## src/rtl/sreg_guard_pkg.sv

```systemverilog
package sreg_guard_pkg;

  localparam int unsigned SR_W      = 8;
  localparam int unsigned LOCK_BIT  = 7;
  localparam int unsigned GUARD_HI  = 3;
  localparam int unsigned GUARD_LO  = 2;
  localparam int unsigned LATCH_BIT = 1;

  // Bits held by the nonvolatile store (7..2).
  localparam logic [SR_W-1:0] STORE_MASK = 8'hFC;

  typedef enum logic [1:0] {
    GUARD_NONE    = 2'b00,
    GUARD_QUARTER = 2'b01,
    GUARD_HALF    = 2'b10,
    GUARD_ALL     = 2'b11
  } guard_e;

  // A status load is allowed when the latch is set and either the lock
  // bit is clear or the pin unlocks it.
  function automatic logic status_permit(input logic latch, input logic lock,
                                         input logic pin);
    return latch && (!lock || pin);
  endfunction

  // Assemble the visible byte from the stored bits and the latch.
  function automatic logic [SR_W-1:0] pack_status(input logic [SR_W-1:0] store,
                                                  input logic latch);
    logic [SR_W-1:0] v;
    v = store & STORE_MASK;
    v[LATCH_BIT] = latch;
    return v;
  endfunction

endpackage

```

## src/rtl/sreg_guard_latch.sv

```systemverilog
module sreg_guard_latch (
  input  logic clk,
  input  logic rst_n,
  input  logic set_i,
  input  logic clr_i,
  input  logic sreg_cmd_i,
  input  logic mem_cmd_i,
  input  logic cs_rise_i,
  output logic latch_o,
  output logic armed_o,
  output logic drop_o
);

  logic latch_q;
  logic armed_q;
  logic recog;

  assign recog  = sreg_cmd_i || mem_cmd_i;
  // A rise of chip select drops the latch only once a write command has
  // been recognised in this selection.
  assign drop_o = cs_rise_i && (armed_q || recog);

  always_ff @(posedge clk or negedge rst_n) begin
    if (!rst_n) begin
      latch_q <= 1'b0;
      armed_q <= 1'b0;
    end else begin
      if (clr_i || drop_o) begin
        latch_q <= 1'b0;
      end else if (set_i) begin
        latch_q <= 1'b1;
      end
      if (cs_rise_i) begin
        armed_q <= 1'b0;
      end else if (recog) begin
        armed_q <= 1'b1;
      end
    end
  end

  assign latch_o = latch_q;
  assign armed_o = armed_q;

endmodule

```

## src/rtl/sreg_guard_store.sv

```systemverilog
module sreg_guard_store
  import sreg_guard_pkg::*;
#(
  parameter logic [SR_W-1:0] NV_RESET = 8'h00
) (
  input  logic            clk,
  input  logic            rst_n,
  input  logic            load_i,
  input  logic            permit_i,
  input  logic [SR_W-1:0] data_i,
  output logic [SR_W-1:0] store_o,
  output logic            commit_o
);

  localparam logic [SR_W-1:0] RST_VAL = NV_RESET & STORE_MASK;

  logic [SR_W-1:0] store_q;

  assign commit_o = load_i && permit_i;

  always_ff @(posedge clk or negedge rst_n) begin
    if (!rst_n) begin
      store_q <= RST_VAL;
    end else if (commit_o) begin
      store_q <= (store_q & ~STORE_MASK) | (data_i & STORE_MASK);
    end
  end

  assign store_o = store_q;

endmodule

```

## src/rtl/sreg_guard_region.sv

```systemverilog
module sreg_guard_region
  import sreg_guard_pkg::*;
#(
  parameter int unsigned ADDR_W = 17
) (
  input  logic [ADDR_W-1:0] addr_i,
  input  logic [1:0]        guard_i,
  output logic              guarded_o
);

  localparam logic [ADDR_W-1:0] HALF_BASE    = {2'b10, {(ADDR_W-2){1'b0}}};
  localparam logic [ADDR_W-1:0] QUARTER_BASE = {2'b11, {(ADDR_W-2){1'b0}}};

  always_comb begin
    unique case (guard_e'(guard_i))
      GUARD_NONE:    guarded_o = 1'b0;
      GUARD_QUARTER: guarded_o = (addr_i >= QUARTER_BASE);
      GUARD_HALF:    guarded_o = (addr_i >= HALF_BASE);
      default:       guarded_o = 1'b1;
    endcase
  end

endmodule

```

## src/rtl/sreg_guard.sv

```systemverilog
module sreg_guard
  import sreg_guard_pkg::*;
#(
  parameter int unsigned     ADDR_W   = 17,
  parameter logic [7:0]      NV_RESET = 8'h00
) (
  input  logic              clk,
  input  logic              rst_n,
  input  logic              set_latch_i,
  input  logic              clr_latch_i,
  input  logic              sreg_cmd_i,
  input  logic              mem_cmd_i,
  input  logic              cs_rise_i,
  input  logic              hw_unlock_i,
  input  logic [ADDR_W-1:0] waddr_i,
  input  logic              sr_load_i,
  input  logic [7:0]        sr_data_i,
  output logic [7:0]        status_o,
  output logic              array_we_o,
  output logic              status_we_o
);

  logic            latch_q;
  logic            latch_armed;
  logic            latch_drop;
  logic [SR_W-1:0] store_q;
  logic            store_commit;
  logic            addr_guarded;
  logic            lock_bit;
  logic [1:0]      guard_field;

  sreg_guard_latch u_latch (
    .clk        (clk),
    .rst_n      (rst_n),
    .set_i      (set_latch_i),
    .clr_i      (clr_latch_i),
    .sreg_cmd_i (sreg_cmd_i),
    .mem_cmd_i  (mem_cmd_i),
    .cs_rise_i  (cs_rise_i),
    .latch_o    (latch_q),
    .armed_o    (latch_armed),
    .drop_o     (latch_drop)
  );

  sreg_guard_store #(.NV_RESET(NV_RESET)) u_store (
    .clk      (clk),
    .rst_n    (rst_n),
    .load_i   (sr_load_i),
    .permit_i (status_we_o),
    .data_i   (sr_data_i),
    .store_o  (store_q),
    .commit_o (store_commit)
  );

  assign lock_bit    = store_q[LOCK_BIT];
  assign guard_field = store_q[GUARD_HI:GUARD_LO];

  sreg_guard_region #(.ADDR_W(ADDR_W)) u_region (
    .addr_i    (waddr_i),
    .guard_i   (guard_field),
    .guarded_o (addr_guarded)
  );

  assign status_we_o = status_permit(latch_q, lock_bit, hw_unlock_i);
  assign array_we_o  = latch_q && !addr_guarded;
  assign status_o    = pack_status(store_q, latch_q);

endmodule

```

## config.mk

```make
export PLATFORM = sky130hd
export DESIGN_NAME = sreg_guard
export DESIGN_NICKNAME = d
export VERILOG_FILES = /design/src/rtl/sreg_guard_pkg.sv /design/src/rtl/sreg_guard_latch.sv /design/src/rtl/sreg_guard_store.sv /design/src/rtl/sreg_guard_region.sv /design/src/rtl/sreg_guard.sv
export SDC_FILE = /design/constraint.sdc
export NUM_CORES = 1
export LEC_CHECK = 0
export BUFFER_PORTS_ARGS = -buffer_cell sky130_fd_sc_hd__buf_2
export CORE_AREA = 2 2 39 41
export DETAILED_ROUTE_END_ITERATION = 16
export DIE_AREA = 0 0 41 43
export GPL_ROUTABILITY_DRIVEN = 0
export PLACE_DENSITY_LB_ADDON = 0.3
export SYNTH_ARGS = -nofsm -noshare
export SYNTH_HDL_FRONTEND = slang
export SYNTH_SLANG_ARGS = --single-unit
```

## constraint.sdc

```tcl
create_clock -name clk -period 1.8 [get_ports clk]
set_input_delay 0.36 -clock clk [delete_from_list [all_inputs] [get_ports clk]]
set_output_delay 0.36 -clock clk [all_outputs]
set_load 0.03 [all_outputs]
```

==> results.sh, run 1 <==
export IMPL_outcome="finished clean"
export IMPL_cp_num_buf_inv=1
export IMPL_rows=14
export IMPL_drv_slew=0
export IMPL_first_global_vias=284
export IMPL_io_buffers=25
export IMPL_cts_max_path_buffers=2
export IMPL_fp_dieW_um=41
export IMPL_overflow=0
export IMPL_dieArea_um2=1760
export IMPL_pwr_density_cell_nw_per_um2=1160
export IMPL_slowest_delay_ns=0.39
export IMPL_syn_avg_cell_area_um2=12.8
export IMPL_switching_share_pct=35.0
export IMPL_htree_levels=1
export IMPL_setup_viol=0
export IMPL_cts_resized=0
export IMPL_hold_class="input pin to flip-flop"
export IMPL_antenna_found_initial=0
export IMPL_skew_ns=0.00458
export IMPL_synth_top_area_cell="dfrtp_1"
export IMPL_drtPass1Iterations=2
export IMPL_cp_cell_sequence="a21o_1 > a21oi_1 > buf_2"
export IMPL_dp_final_hpwl_um=573
export IMPL_syn_to_final_growth_pct=39.4
export IMPL_worstPathRequired_ns=1.44
export IMPL_power_leakage_nw=0.294
export IMPL_final_nets=92
export IMPL_ios=44
export IMPL_p_int_uw=402
export IMPL_crit_type="flip-flop to output port"
export IMPL_antenna_cells=0
export IMPL_drc_errors=0
export IMPL_grt_pass1_wl_um=1170
export IMPL_synth_cell_types=14
export IMPL_clockRootBuffer="clkbuf_4"
export IMPL_hold_viol=0
export IMPL_rsz0062_at_grt="no"
export IMPL_clk_latency_ns=0.24
export IMPL_fp_dieH_um=43
export IMPL_synth_edf_count=0
export IMPL_start_util_pct=27.8
export IMPL_ys_top_cells_by_area="dfrtp_1 52%, mux2_4 23%, buf_4 3.9%, buf_6 2.9%, nor3_1 2.6%"
export IMPL_dr_total_vias=308
export IMPL_clkPwrFrac_pct=20.6
export IMPL_cts_buffers=3
export IMPL_crit_path_start_kind="flip-flop"
export IMPL_cp_arrival_ns=1.14
export IMPL_synth_commonest_cells="8 x dfrtp_1, 6 x mux2_4"
export IMPL_drive_gt1_share_pct=62.5
export IMPL_synth_top_flop_cell="dfrtp_1"
export IMPL_grt_max_degree=9
export IMPL_p_seq_share_pct=40.6
export IMPL_synth_nets=64
export IMPL_finalCritPeriodShare_pct=83.1
export IMPL_fin_hold_ws_ns=0.278
export IMPL_synth_cells=30
export IMPL_cts_hold_buf=1
export IMPL_drt_first_iter_violations=1
export IMPL_core_um2=1380
export IMPL_synth_most_common_cell="dfrtp_1"
export IMPL_wl_per_cell_um=9.99
export IMPL_nFillCells=151
export IMPL_routed_wl_um=719
export IMPL_synthArstFlopShare_pct=100
export IMPL_combPwrFrac_pct=38.8
export IMPL_ant_nets=0
export IMPL_drv_cap=0
export IMPL_syn_area_um2=384
export IMPL_period_minus_slack_ns=1.50
export IMPL_ys_seq_area_share_pct=52.1
export IMPL_yosysWarnings=0
export IMPL_tns_ns=0
export IMPL_clock_sinks=8
export IMPL_cts_tree="done"
export IMPL_ir_drop_uv=450
export IMPL_synth_top_area_share_pct=52.1
export IMPL_synth_seq_cells=8
export IMPL_fmaxAchievable_mhz=668
export IMPL_viasPerCell=4.28
export IMPL_power_switching_uw=217
export IMPL_post_cts_buffers=0
export IMPL_clkTransAtPathRegs_ns=0.05
export IMPL_path_delay_family="flip-flops"
export IMPL_worstPathMaxFanout=4
export IMPL_critPathSlowestCell="dfrtp_1"
export IMPL_grt_usage_pct=9.76
export IMPL_crit_path_end_kind="output port"
## layout make-up
| type | instances | area [µm²] | share of cell area, % |
|---|---|---|---|
| Clock buffer | 3 | 22.5 | 4.21 |
| Multi-Input combinational cell | 19 | 158 | 29.4 |
| Timing Repair Buffer | 26 | 135 | 25.2 |
| Sequential cell | 8 | 200 | 37.4 |
| Tap cell | 16 | 20.0 | 3.74 |
## state kept, by name, summed over array words and instances, names as in the netlist
register and flops:
u_store.store_o 6, u_latch.armed_o 1, u_latch.latch_o 1
## worst paths after layout
path | from | end | slack (ns) | depth (start not counted)
worst max-delay path | u_store.store_o[2] | array_we_o | 0.30 | 3
worst min-delay path | cs_rise_i | u_latch.armed_o | 0.28 | 2
worst max register to register | u_store.store_o[7] | u_store.store_o[2] | 0.47 | 3
worst min register to register | u_latch.armed_o | u_latch.armed_o | 0.50 | 2
max in group asynchronous | rst_n | u_store.store_o[2] | 1.15 | 2
min in group asynchronous | rst_n | u_store.store_o[3] | 0.48 | 2
## worst reg2reg max path, cell delays in order, from the launching register on
cell and delay [ns]:
dfrtp_1 0.39, nand2b_1 0.08, and3_1 0.40, mux2_4 0.34
## power groups by stage
stage          Combinational [mW]  Sequential (mW)  Clock [mW]
2_1_floorplan              0.0944            0.331           0
3_3_place_gp                0.240            0.253           0
3_5_place_dp                0.239            0.255           0
4_1_cts                     0.243            0.253       0.133
5_1_grt                     0.258            0.259       0.141
6_report                    0.240            0.251       0.128
## metrics by stage
stage	util (%)	cell area (µm²)	power (mW)	worst slack (ns)	cells
finish	38.7	536	0.619	0.304	72
global route	38.7	536	0.658	0.226	72
CTS	38.7	536	0.628	0.289	72
detailed placement	36.3	503	0.495	0.393	68
global placement	36.3	503	0.493	0.409	68
floorplan	-	384	0.425	0.230	30
## routing by layer
layer	up-vias	wire length (µm)	GRT usage (%)	part of all wire (%)
met4	0	5	4.00	0.70
li1	151	-	-	-
met3	2	62	3.14	8.6
met2	13	322	13.4	45
met5	-	0	0	0
met1	142	329	13.7	46
## cells in the final DEF, fill, tap and decap left out
cell type	Yosys	final
dfrtp_1	8	8
conb_1	1	1
a21o_1	1	1
and3_1	1	1
nor2_1	2	2
a21oi_1	1	1
dlygate4sd3_1	0	1
clkbuf_4	0	3
buf_2	0	25
and2_2	1	1
nand2b_1	1	1
nor2b_1	1	1
nand2_1	2	2
nor3_1	2	2
mux2_4	6	6
## logic make-up (layout without fill, tap and decap cells)
family                 after synthesis  after routing  synth area share (%)
and+or+nand+nor                     10             10                  13.4
DFF                                  8              8                  52.1
muxes                                6              6                  23.5
buffers and inverters                3             29                  6.84
AOI/OAI and AO/OA                    2              2                  3.26
other                                1              1                 0.976
No activity file was read; power rests on OpenSTA's default activity.
==> run 2, diff against run 1 <==
--- a/config.mk
+++ b/config.mk
@@ -6,9 +6,9 @@
 export NUM_CORES = 1
 export LEC_CHECK = 0
 export BUFFER_PORTS_ARGS = -buffer_cell sky130_fd_sc_hd__buf_2
-export CORE_AREA = 2 2 39 41
+export CORE_MARGIN = 2
+export CORE_UTILIZATION = 28
 export DETAILED_ROUTE_END_ITERATION = 16
-export DIE_AREA = 0 0 41 43
 export GPL_ROUTABILITY_DRIVEN = 0
 export PLACE_DENSITY_LB_ADDON = 0.3
 export SYNTH_ARGS = -nofsm -noshare
==> constraint.sdc (replaced) <==
create_clock -name clk -period 1.3 [get_ports clk]
set_input_delay 0.26 -clock clk [delete_from_list [all_inputs] [get_ports clk]]
set_output_delay 0.26 -clock clk [all_outputs]
set_load 0.03 [all_outputs]
==> results.sh, run 2 (synthesized netlist as in run 1, its figures left out) <==
export IMPL_rsz0062_at_grt="yes"
export IMPL_antenna_found_initial=0
export IMPL_power_uw=936
export IMPL_cp_arrival_ns=1.08
export IMPL_core_um2=1280
export IMPL_cts_max_path_buffers=2
export IMPL_wl_per_cell_um=9.69
export IMPL_dp_final_hpwl_um=582
export IMPL_crit_path_start_kind="flip-flop"
export IMPL_violations="setup timing"
export IMPL_overflow=0
export IMPL_drc_errors=0
export IMPL_clkTransAtPathRegs_ns=0.06
export IMPL_period_minus_slack_ns=1.34
export IMPL_worstPathRequired_ns=1.04
export IMPL_p_int_uw=615
export IMPL_power_switching_uw=320
export IMPL_cts_tree="done"
export IMPL_grt_pass1_wl_um=1180
export IMPL_hold_viol=0
export IMPL_first_global_vias=335
export IMPL_drv_slew=0
export IMPL_ir_drop_uv=945
export IMPL_nFillCells=124
export IMPL_grt_max_degree=9
export IMPL_ant_nets=0
export IMPL_timing_reg2reg_setup_slack_ns=0.06
export IMPL_layout_common_cells="23 x buf_2, 7 x dfrtp_1, 6 x mux2_4"
export IMPL_clkPwrFrac_pct=21.1
export IMPL_clock_sinks=8
export IMPL_ios=44
export IMPL_fp_dieW_um=41.0
export IMPL_finalCritPeriodShare_pct=103
export IMPL_start_util_pct=29.9
export IMPL_routed_wl_um=746
export IMPL_hold_class="input pin to flip-flop"
export IMPL_viasPerCell=4.34
export IMPL_met3_length_um=80
export IMPL_drtPass1Iterations=2
export IMPL_switching_share_pct=34.2
export IMPL_drt_first_iter_violations=3
export IMPL_rows=13
export IMPL_clockRootBuffer="clkbuf_4"
export IMPL_fp_dieH_um=41.0
export IMPL_setup_viol=1
export IMPL_drv_cap=0
export IMPL_dieArea_um2=1680
export IMPL_cts_buffers=3
export IMPL_fin_ws_ns=-0.0444
export IMPL_largest_reg_flops=6
export IMPL_grt_usage_pct=11.6
export IMPL_power_leakage_nw=0.322
export IMPL_final_nets=97
export IMPL_antenna_cells=0
export IMPL_wl_met2_um=371
export IMPL_combPwrFrac_pct=42.0
export IMPL_syn_to_final_growth_pct=56.0
export IMPL_htree_levels=1
export IMPL_fmaxAchievable_mhz=744
export IMPL_pwr_density_cell_nw_per_um2=1560
export IMPL_dr_total_vias=334
export IMPL_io_buffers=25
export IMPL_place_ws_ns=-0.0309
export IMPL_clk_latency_ns=0.25
export IMPL_place_area_um2=522
export IMPL_met1_length_um=294
export IMPL_drive_gt1_share_pct=69.4
export IMPL_finalInstanceArea_um2=599
export IMPL_skew_ns=0.00752
export IMPL_crit_path_end_kind="output port"
export IMPL_worstPathMaxFanout=4
export IMPL_outcome="complete, but fails checks"
export IMPL_layout_commonest_cell="buf_2"
export IMPL_p_seq_share_pct=36.9
export IMPL_crit_type="flip-flop to output port"
export IMPL_top_layer_used="met3"
run 2: layout make-up:
class / count / area (µm²) / share of cell area (%)
Tap cell: 15 / 18.8 / 3.13
Multi-Input combinational cell: 19 / 164 / 27.3
Sequential cell: 8 / 201 / 33.6
Timing Repair Buffer: 31 / 189 / 31.5
Clock buffer: 4 / 26.3 / 4.38
run 2: timing repair:
| item | in CTS | in global routing |
|---|---|---|
| setup buffers | 3 | 0 |
| gates resized for setup | 7 | 0 |
| setup endpoints to repair | 8 | 2 |
| hold endpoints to repair | 8 | 0 |
| hold buffers | 1 | 0 |
| pin swaps | 2 | 0 |
run 2: stage by stage:
stage               utilization [%]  hold slack (ns)  cells   TNS (ns)
floorplan                         -          -0.0356     30  -0.000737
global placement               40.6            0.108     69     -0.125
detailed placement             40.6            0.111     69     -0.162
CTS                            46.6            0.152     77    -0.0688
global route                   46.6            0.155     77     -0.132
finish                         46.6            0.160     77    -0.0444
run 2: path summary, 6_finish.rpt:
path	start	to	cells past startpoint
worst max-delay path	u_store.store_o[2]	array_we_o	3
worst min-delay path	clr_latch_i	u_latch.latch_o	2
worst max register to register	u_store.store_o[7]	u_store.store_o[2]	3
worst min register to register	u_store.store_o[4]	u_store.store_o[4]	1
max in group asynchronous	rst_n	u_store.store_o[7]	2
min in group asynchronous	rst_n	u_store.store_o[5]	2
run 2: critical path: stages (launching register included):
cell and delay [ns]:
dfrtp_1 0.40, a21o_1 0.17, a21oi_2 0.13, buf_6 0.14
run 2: routing by layer:
layer,vias up,GRT usage [%]
li1,163,-
met1,153,10.8
met2,18,21.5
met3,0,3.26
met4,0,7.50
met5,-,0
run 2: power groups by stage:
stage                     Combinational, mW  Sequential, mW  Clock, mW
final                                 0.393           0.346      0.197
after global routing                  0.424           0.355      0.226
after CTS                             0.398           0.346      0.208
after detailed placement              0.357           0.348          0
after global placement                0.352           0.350          0
after floorplan                       0.134           0.460          0
